--- src/rtl/vid_irq_pkg.sv ---
package vid_irq_pkg;
  localparam int NSRC      = 2;
  localparam int SRC_VSYNC = 0;
  localparam int SRC_LINE  = 1;
  localparam int ADDR_W    = 2;

  typedef enum logic [ADDR_W-1:0] {
    REG_STATUS  = 2'd0,
    REG_ENABLE  = 2'd1,
    REG_LINECMP = 2'd2
  } reg_addr_e;
endpackage

--- src/rtl/vid_irq_line_match.sv ---
module vid_irq_line_match #(
  parameter int LINE_W = 9
) (
  input  logic              line_start_i,
  input  logic [LINE_W-1:0] line_num_i,
  input  logic [LINE_W-1:0] cmp_i,
  output logic              hit_o
);
  assign hit_o = line_start_i && (line_num_i == cmp_i);
endmodule

--- src/rtl/vid_irq_status.sv ---
module vid_irq_status #(
  parameter int NSRC = 2
) (
  input  logic            clk_i,
  input  logic            rst_ni,
  input  logic [NSRC-1:0] evt_i,
  input  logic [NSRC-1:0] clr_i,
  output logic [NSRC-1:0] status_o
);
  for (genvar i = 0; i < NSRC; i++) begin : g_bit
    logic bit_q;
    always_ff @(posedge clk_i or negedge rst_ni) begin
      if (!rst_ni)       bit_q <= 1'b0;
      else if (evt_i[i]) bit_q <= 1'b1;  // set beats clear
      else if (clr_i[i]) bit_q <= 1'b0;
    end
    assign status_o[i] = bit_q;
  end
endmodule

--- src/rtl/vid_irq_req.sv ---
module vid_irq_req #(
  parameter int NSRC = 2
) (
  input  logic            clk_i,
  input  logic            rst_ni,
  input  logic [NSRC-1:0] status_i,
  input  logic [NSRC-1:0] en_i,
  output logic            irq_no_o
);
  logic irq_nq;
  always_ff @(posedge clk_i or negedge rst_ni) begin
    if (!rst_ni) irq_nq <= 1'b1;
    else         irq_nq <= ~|(status_i & en_i);
  end
  assign irq_no_o = irq_nq;
endmodule

--- src/rtl/vid_irq_ctrl.sv ---
module vid_irq_ctrl #(
  parameter int LINE_W = 9,
  parameter int DATA_W = 16
) (
  input  logic                          clk_i,
  input  logic                          rst_ni,
  input  logic                          vsync_evt_i,
  input  logic                          line_start_i,
  input  logic [LINE_W-1:0]             line_num_i,
  input  logic                          bus_sel_i,
  input  logic                          bus_we_i,
  input  logic [vid_irq_pkg::ADDR_W-1:0] bus_addr_i,
  input  logic [DATA_W-1:0]             bus_wdata_i,
  output logic [DATA_W-1:0]             bus_rdata_o,
  output logic                          irq_no_o
);
  import vid_irq_pkg::*;

  logic [NSRC-1:0]   status_q;
  logic [NSRC-1:0]   en_q;
  logic [LINE_W-1:0] cmp_q;
  logic [NSRC-1:0]   evt;
  logic [NSRC-1:0]   clr;
  logic              line_evt;
  logic              wr;

  assign wr = bus_sel_i && bus_we_i;

  vid_irq_line_match #(.LINE_W(LINE_W)) i_match (
    .line_start_i(line_start_i),
    .line_num_i  (line_num_i),
    .cmp_i       (cmp_q),
    .hit_o       (line_evt)
  );

  always_comb begin
    evt            = '0;
    evt[SRC_VSYNC] = vsync_evt_i;
    evt[SRC_LINE]  = line_evt;
  end

  assign clr = (wr && bus_addr_i == REG_STATUS) ? bus_wdata_i[NSRC-1:0] : '0;

  vid_irq_status #(.NSRC(NSRC)) i_status (
    .clk_i   (clk_i),
    .rst_ni  (rst_ni),
    .evt_i   (evt),
    .clr_i   (clr),
    .status_o(status_q)
  );

  always_ff @(posedge clk_i or negedge rst_ni) begin
    if (!rst_ni) begin
      en_q  <= '0;
      cmp_q <= '0;
    end else if (wr) begin
      if (bus_addr_i == REG_ENABLE)  en_q  <= bus_wdata_i[NSRC-1:0];
      if (bus_addr_i == REG_LINECMP) cmp_q <= bus_wdata_i[LINE_W-1:0];
    end
  end

  always_comb begin
    bus_rdata_o = '0;
    case (bus_addr_i)
      REG_STATUS:  bus_rdata_o = DATA_W'(status_q);
      REG_ENABLE:  bus_rdata_o = DATA_W'(en_q);
      REG_LINECMP: bus_rdata_o = DATA_W'(cmp_q);
      default:     bus_rdata_o = '0;
    endcase
  end

  vid_irq_req #(.NSRC(NSRC)) i_req (
    .clk_i   (clk_i),
    .rst_ni  (rst_ni),
    .status_i(status_q),
    .en_i    (en_q),
    .irq_no_o(irq_no_o)
  );
endmodule

--- config.mk ---
export PLATFORM = sky130hd
export DESIGN_NAME = vid_irq_ctrl
export DESIGN_NICKNAME = d
export VERILOG_FILES = /design/src/rtl/vid_irq_pkg.sv /design/src/rtl/vid_irq_line_match.sv /design/src/rtl/vid_irq_status.sv /design/src/rtl/vid_irq_req.sv /design/src/rtl/vid_irq_ctrl.sv
export SDC_FILE = /design/constraint.sdc
export NUM_CORES = 1
export LEC_CHECK = 0
export BUFFER_PORTS_ARGS = -buffer_cell sky130_fd_sc_hd__buf_4
export CAP_MARGIN = 20
export CORE_ASPECT_RATIO = 0.8
export CORE_MARGIN = 1
export CORE_UTILIZATION = 38
export CTS_CLUSTER_DIAMETER = 100
export DETAILED_ROUTE_END_ITERATION = 16
export GPL_TIMING_DRIVEN = 0
export PLACE_DENSITY = 0.82
export SYNTH_ARGS = -nofsm -noshare
export SYNTH_HDL_FRONTEND = slang
export SYNTH_HIERARCHICAL = 1
export SYNTH_SLANG_ARGS = --single-unit
--- constraint.sdc ---
create_clock -name clk_i -period 0.85 [get_ports clk_i]
set_input_delay 0.17 -clock clk_i [delete_from_list [all_inputs] [get_ports clk_i]]
set_output_delay 0.17 -clock clk_i [all_outputs]
set_load 0.01 [all_outputs]
==> impl_results.html <==
<table>
<tr><th>Metric</th><th>Value</th></tr>
<tr><th colspan="2">Clock network</th></tr>
<tr><td>CTS root buf</td><td>sky130_fd_sc_hd__clkbuf_4</td></tr>
<tr><td>Deepest level of the CTS H-tree</td><td>1</td></tr>
<tr><td>Maximum buffer depth of the clock tree</td><td>2</td></tr>
<tr><td>Later-pin clock latency in the skew report</td><td>0.27 ns</td></tr>
<tr><td>Clock sink total</td><td>14</td></tr>
<tr><td>TritonCTS buffer count</td><td>3</td></tr>
<tr><td>Clock edge transition at the registers on the reported setup and hold paths</td><td>0.08 ns</td></tr>
<tr><td>CTS tree</td><td>yes</td></tr>
<tr><th colspan="2">Floorplanning</th></tr>
<tr><td>I/O pin count</td><td>50</td></tr>
<tr><td>Chip Height</td><td>44.2 um</td></tr>
<tr><td>Die outline width</td><td>54.7 um</td></tr>
<tr><td>Core ar.</td><td>1980 um^2</td></tr>
<tr><td>Row count</td><td>14</td></tr>
<tr><td>Initial standard-cell utilization of the core</td><td>0.427</td></tr>
<tr><td>Die area</td><td>2420 um^2</td></tr>
<tr><th colspan="2">Drt</th></tr>
<tr><td>DR pass1 iterations</td><td>4</td></tr>
<tr><td>Vias per inst</td><td>4.68</td></tr>
<tr><td>Remaining number of nets flagged by the antenna check after routing</td><td>0</td></tr>
<tr><td>DR DRC count</td><td>0</td></tr>
<tr><td>Vias post-DR</td><td>692</td></tr>
<tr><td>Detailed Route WL</td><td>1980 um</td></tr>
<tr><td>Routed wire length per instance</td><td>13.3 um</td></tr>
<tr><td>Iteration-0 DRC Markers</td><td>6</td></tr>
<tr><th colspan="2">Worst setup path</th></tr>
<tr><td>Maximum fanout encountered on the critical timing path</td><td>2</td></tr>
<tr><td>Source of the critical timing path</td><td>i_status/g_bit[1].bit_q</td></tr>
<tr><td>Required time of the critical path</td><td>0.68 ns</td></tr>
<tr><td>Depth of the most critical reg-to-reg path</td><td>5</td></tr>
<tr><td>Worst endpoint data arrival time</td><td>1.13 ns</td></tr>
<tr><td>CP Launch Type</td><td>flip-flop</td></tr>
<tr><td>Class of the most critical setup path</td><td>flip-flop to primary output</td></tr>
<tr><td>Reg-to-reg critical path startpoint</td><td>cmp_q[6]</td></tr>
<tr><td>Category of the worst setup path capture point</td><td>primary output</td></tr>
<tr><th colspan="2">Flow run</th></tr>
<tr><td>Max-cap violations</td><td>0</td></tr>
<tr><th colspan="2">Synth</th></tr>
<tr><td>Yosys warnings</td><td>6</td></tr>
<tr><td>Synthesized netlist cell count</td><td>72</td></tr>
<tr><td>Post-synth design cell area</td><td>846 um^2</td></tr>
<tr><td>Synth unique cells</td><td>20</td></tr>
<tr><td>Mean instance size in the synthesized netlist</td><td>11.7 um^2</td></tr>
<tr><td>FF+latch count, synth</td><td>14</td></tr>
<tr><td>Share of the yosys chip area belonging to registers</td><td>0.416</td></tr>
<tr><th colspan="2">Power</th></tr>
<tr><td>Power Total</td><td>0.00222 W</td></tr>
<tr><td>P_leak</td><td>0.672 nW</td></tr>
<tr><td>Internal power</td><td>0.00162 W</td></tr>
<tr><td>Comb pwr share</td><td>0.372</td></tr>
<tr><td>Areal power density over the cells</td><td>1640 nW/um^2</td></tr>
<tr><td>Worst IR Drop VDD</td><td>0.00106 V</td></tr>
<tr><td>Fraction of power spent switching nets</td><td>0.269</td></tr>
<tr><td>Power dissipated by switching net loads</td><td>0.000598 W</td></tr>
<tr><td>Reg power frac</td><td>0.415</td></tr>
<tr><td>Clock network fraction of design power</td><td>0.212</td></tr>
<tr><th colspan="2">Placement</th></tr>
<tr><td>Post-detail-place hpwl</td><td>1410 um</td></tr>
<tr><td>Count of port buffers added during placement</td><td>34</td></tr>
<tr><td>Weighted congestion reported at the end of routability-driven placement</td><td>0.811</td></tr>
<tr><td>Placed instance area</td><td>1160 um^2</td></tr>
<tr><td>Placed Instances</td><td>136</td></tr>
<tr><th colspan="2">Timing</th></tr>
<tr><td>Period minus WS final</td><td>1.30 ns</td></tr>
<tr><td>Count of pins over their slew limit</td><td>0</td></tr>
<tr><td>Final hold viol count</td><td>0</td></tr>
<tr><td>Final clock period utilization by the worst path</td><td>1.53</td></tr>
<tr><td>Worst setup margin</td><td>-0.448 ns</td></tr>
<tr><td>RSZ-0062 raised after global routing</td><td>true</td></tr>
<tr><td>Clock skew</td><td>0.00369 ns</td></tr>
<tr><td>Final setup violation count</td><td>15</td></tr>
<tr><td>Maximum clock rate</td><td>770 MHz</td></tr>
<tr><th colspan="2">Min path</th></tr>
<tr><td>Cells on Worst Hold Path</td><td>2</td></tr>
<tr><td>Worst Hold Launch</td><td>vsync_evt_i</td></tr>
<tr><td>Min-Delay Path Class</td><td>input pin to flip-flop</td></tr>
<tr><th colspan="2">Finish</th></tr>
<tr><td>Final net count</td><td>158</td></tr>
<tr><td>Number of fillers in the final layout</td><td>158</td></tr>
<tr><td>Most frequent standard cell in the layout excluding fill and tap cells</td><td>sky130_fd_sc_hd__buf_4</td></tr>
<tr><td>Number of diodes</td><td>0</td></tr>
<tr><td>Post-route cell area</td><td>1360 um^2</td></tr>
<tr><td>Highest-count cells in the layout ignoring fill and taps</td><td>sky130_fd_sc_hd__buf_4 (36), sky130_fd_sc_hd__buf_6 (14), sky130_fd_sc_hd__dfrtp_1 (13)</td></tr>
<tr><td>Area growth from synthesis to final layout</td><td>60.4%</td></tr>
<tr><td>Share of post-route cells with drive strength above 1</td><td>0.637</td></tr>
<tr><td>Non-filler cells in the finished layout</td><td>148</td></tr>
<tr><th colspan="2">Global route</th></tr>
<tr><td>Grt ovf</td><td>0</td></tr>
<tr><td>Global-route wire length before repair</td><td>3280 um</td></tr>
<tr><td>Maximum number of pins on one net before global-route repair</td><td>15</td></tr>
<tr><td>Vias in the first global route</td><td>723</td></tr>
<tr><td>Global router's overall resource usage</td><td>0.195</td></tr>
<tr><td>Antenna violations before repair</td><td>0</td></tr>
<tr><th colspan="2">Run status</th></tr>
<tr><td>Run status</td><td>finished with violations</td></tr>
<tr><td>Failing checks</td><td>setup timing</td></tr>
</table>
==> worst max-delay path: stages, from the launching register on <==
cell                        delay [ns]
sky130_fd_sc_hd__dfrtp_1          0.40
sky130_fd_sc_hd__buf_6            0.12
sky130_fd_sc_hd__mux2i_1          0.11
sky130_fd_sc_hd__o2bb2ai_1        0.08
sky130_fd_sc_hd__buf_4            0.14
==> repair_timing <==
item	CTS	global route
endpoints found under the setup margin	11	14
setup buffers	5	2
hold buffers	1	0
cloned	0	0
pin swaps	1	0
hold endpoints to repair	14	0
resized for setup	23	2
==> cell type report <==
cell class | instances | area, um^2 | share of cell area
Buffer | 10 | 90.1 | 0.0664
Clock buffer | 4 | 36.3 | 0.0268
Inverter | 2 | 7.51 | 0.00554
Multi-Input combinational cell | 52 | 478 | 0.352
Sequential cell | 14 | 352 | 0.259
Tap cell | 24 | 30.0 | 0.0221
Timing Repair Buffer | 42 | 363 | 0.268
==> cell usage after synthesis, drive strengths merged <==
cell type	count	area share
dfrtp	13	0.38
mux2	11	0.15
buf	10	0.093
xnor2	9	0.093
and2	7	0.052
a21o	2	0.018
inv	2	0.0089
mux2i	2	0.024
nand2	2	0.0089
nand4	2	0.015
nand4b	2	0.038
nor2b	2	0.015
nor4b	2	0.021
o2bb2ai	2	0.021
a22oi	1	0.015
conb	1	0.0044
dfstp	1	0.031
nor3	1	0.012
==> stage by stage <==
step	setup slack, ns	util	hold slack [ns]	TNS, ns
final	-0.448	0.685	0.0710	-3.48
after global routing	-0.496	0.685	0.0628	-3.92
after CTS	-0.468	0.672	0.0624	-3.34
after detailed placement	-0.222	0.588	0.0279	-4.07
after global placement	-0.208	0.588	0.0276	-3.51
after floorplan	-0.0571	-	-0.126	-0.398
==> sequential cells by signal (all words and copies together) (netlist names) <==
name	cells
en_q	2
i_req/irq_no_o	1
i_status/g_bit.bit_q	2
cmp_q	9
==> power by group through the flow <==
stage               Clock [W]  Combinational [W]  Sequential, W
finish               0.000471           0.000826       0.000922
global route         0.000531           0.000892       0.000939
CTS                  0.000489           0.000803       0.000920
detailed placement          0           0.000611       0.000934
global placement            0           0.000596       0.000924
floorplan                   0           0.000378       0.000909
==> cells by family (layout without fill, tap and decap cells) <==
kind of cell | count (synthesis) | after routing | synth area share
buf+inv | 12 | 58 | 0.102
mux | 13 | 13 | 0.170
other cells | 1 | 7 | 0.00443
flops | 14 | 14 | 0.416
simple gates | 18 | 18 | 0.161
compound gates | 5 | 5 | 0.0533
xor+xnor | 9 | 9 | 0.0932
==> per-layer routing <==
metal	wire length [um]	up-vias	part of all wire	track usage
met2	1010	32	0.51	0.325
met3	165	2	0.084	0.0550
met4	4	0	0.0020	0.0615
met1	799	320	0.40	0.240
met5	0	-	0	0
li1	-	338	-	-
==> final timing paths <==
check	end	slack (ns)
setup / recovery	bus_rdata_o[1]	-0.45
hold / removal	i_status/g_bit[0].bit_q	0.07
setup reg to reg	i_status/g_bit[1].bit_q	-0.23
hold reg to reg	i_req/irq_no_o	0.45
max in group asynchronous	i_req/irq_no_o	0.34
min in group asynchronous	cmp_q[7]	0.27
(Power assumes the default switching activity.)
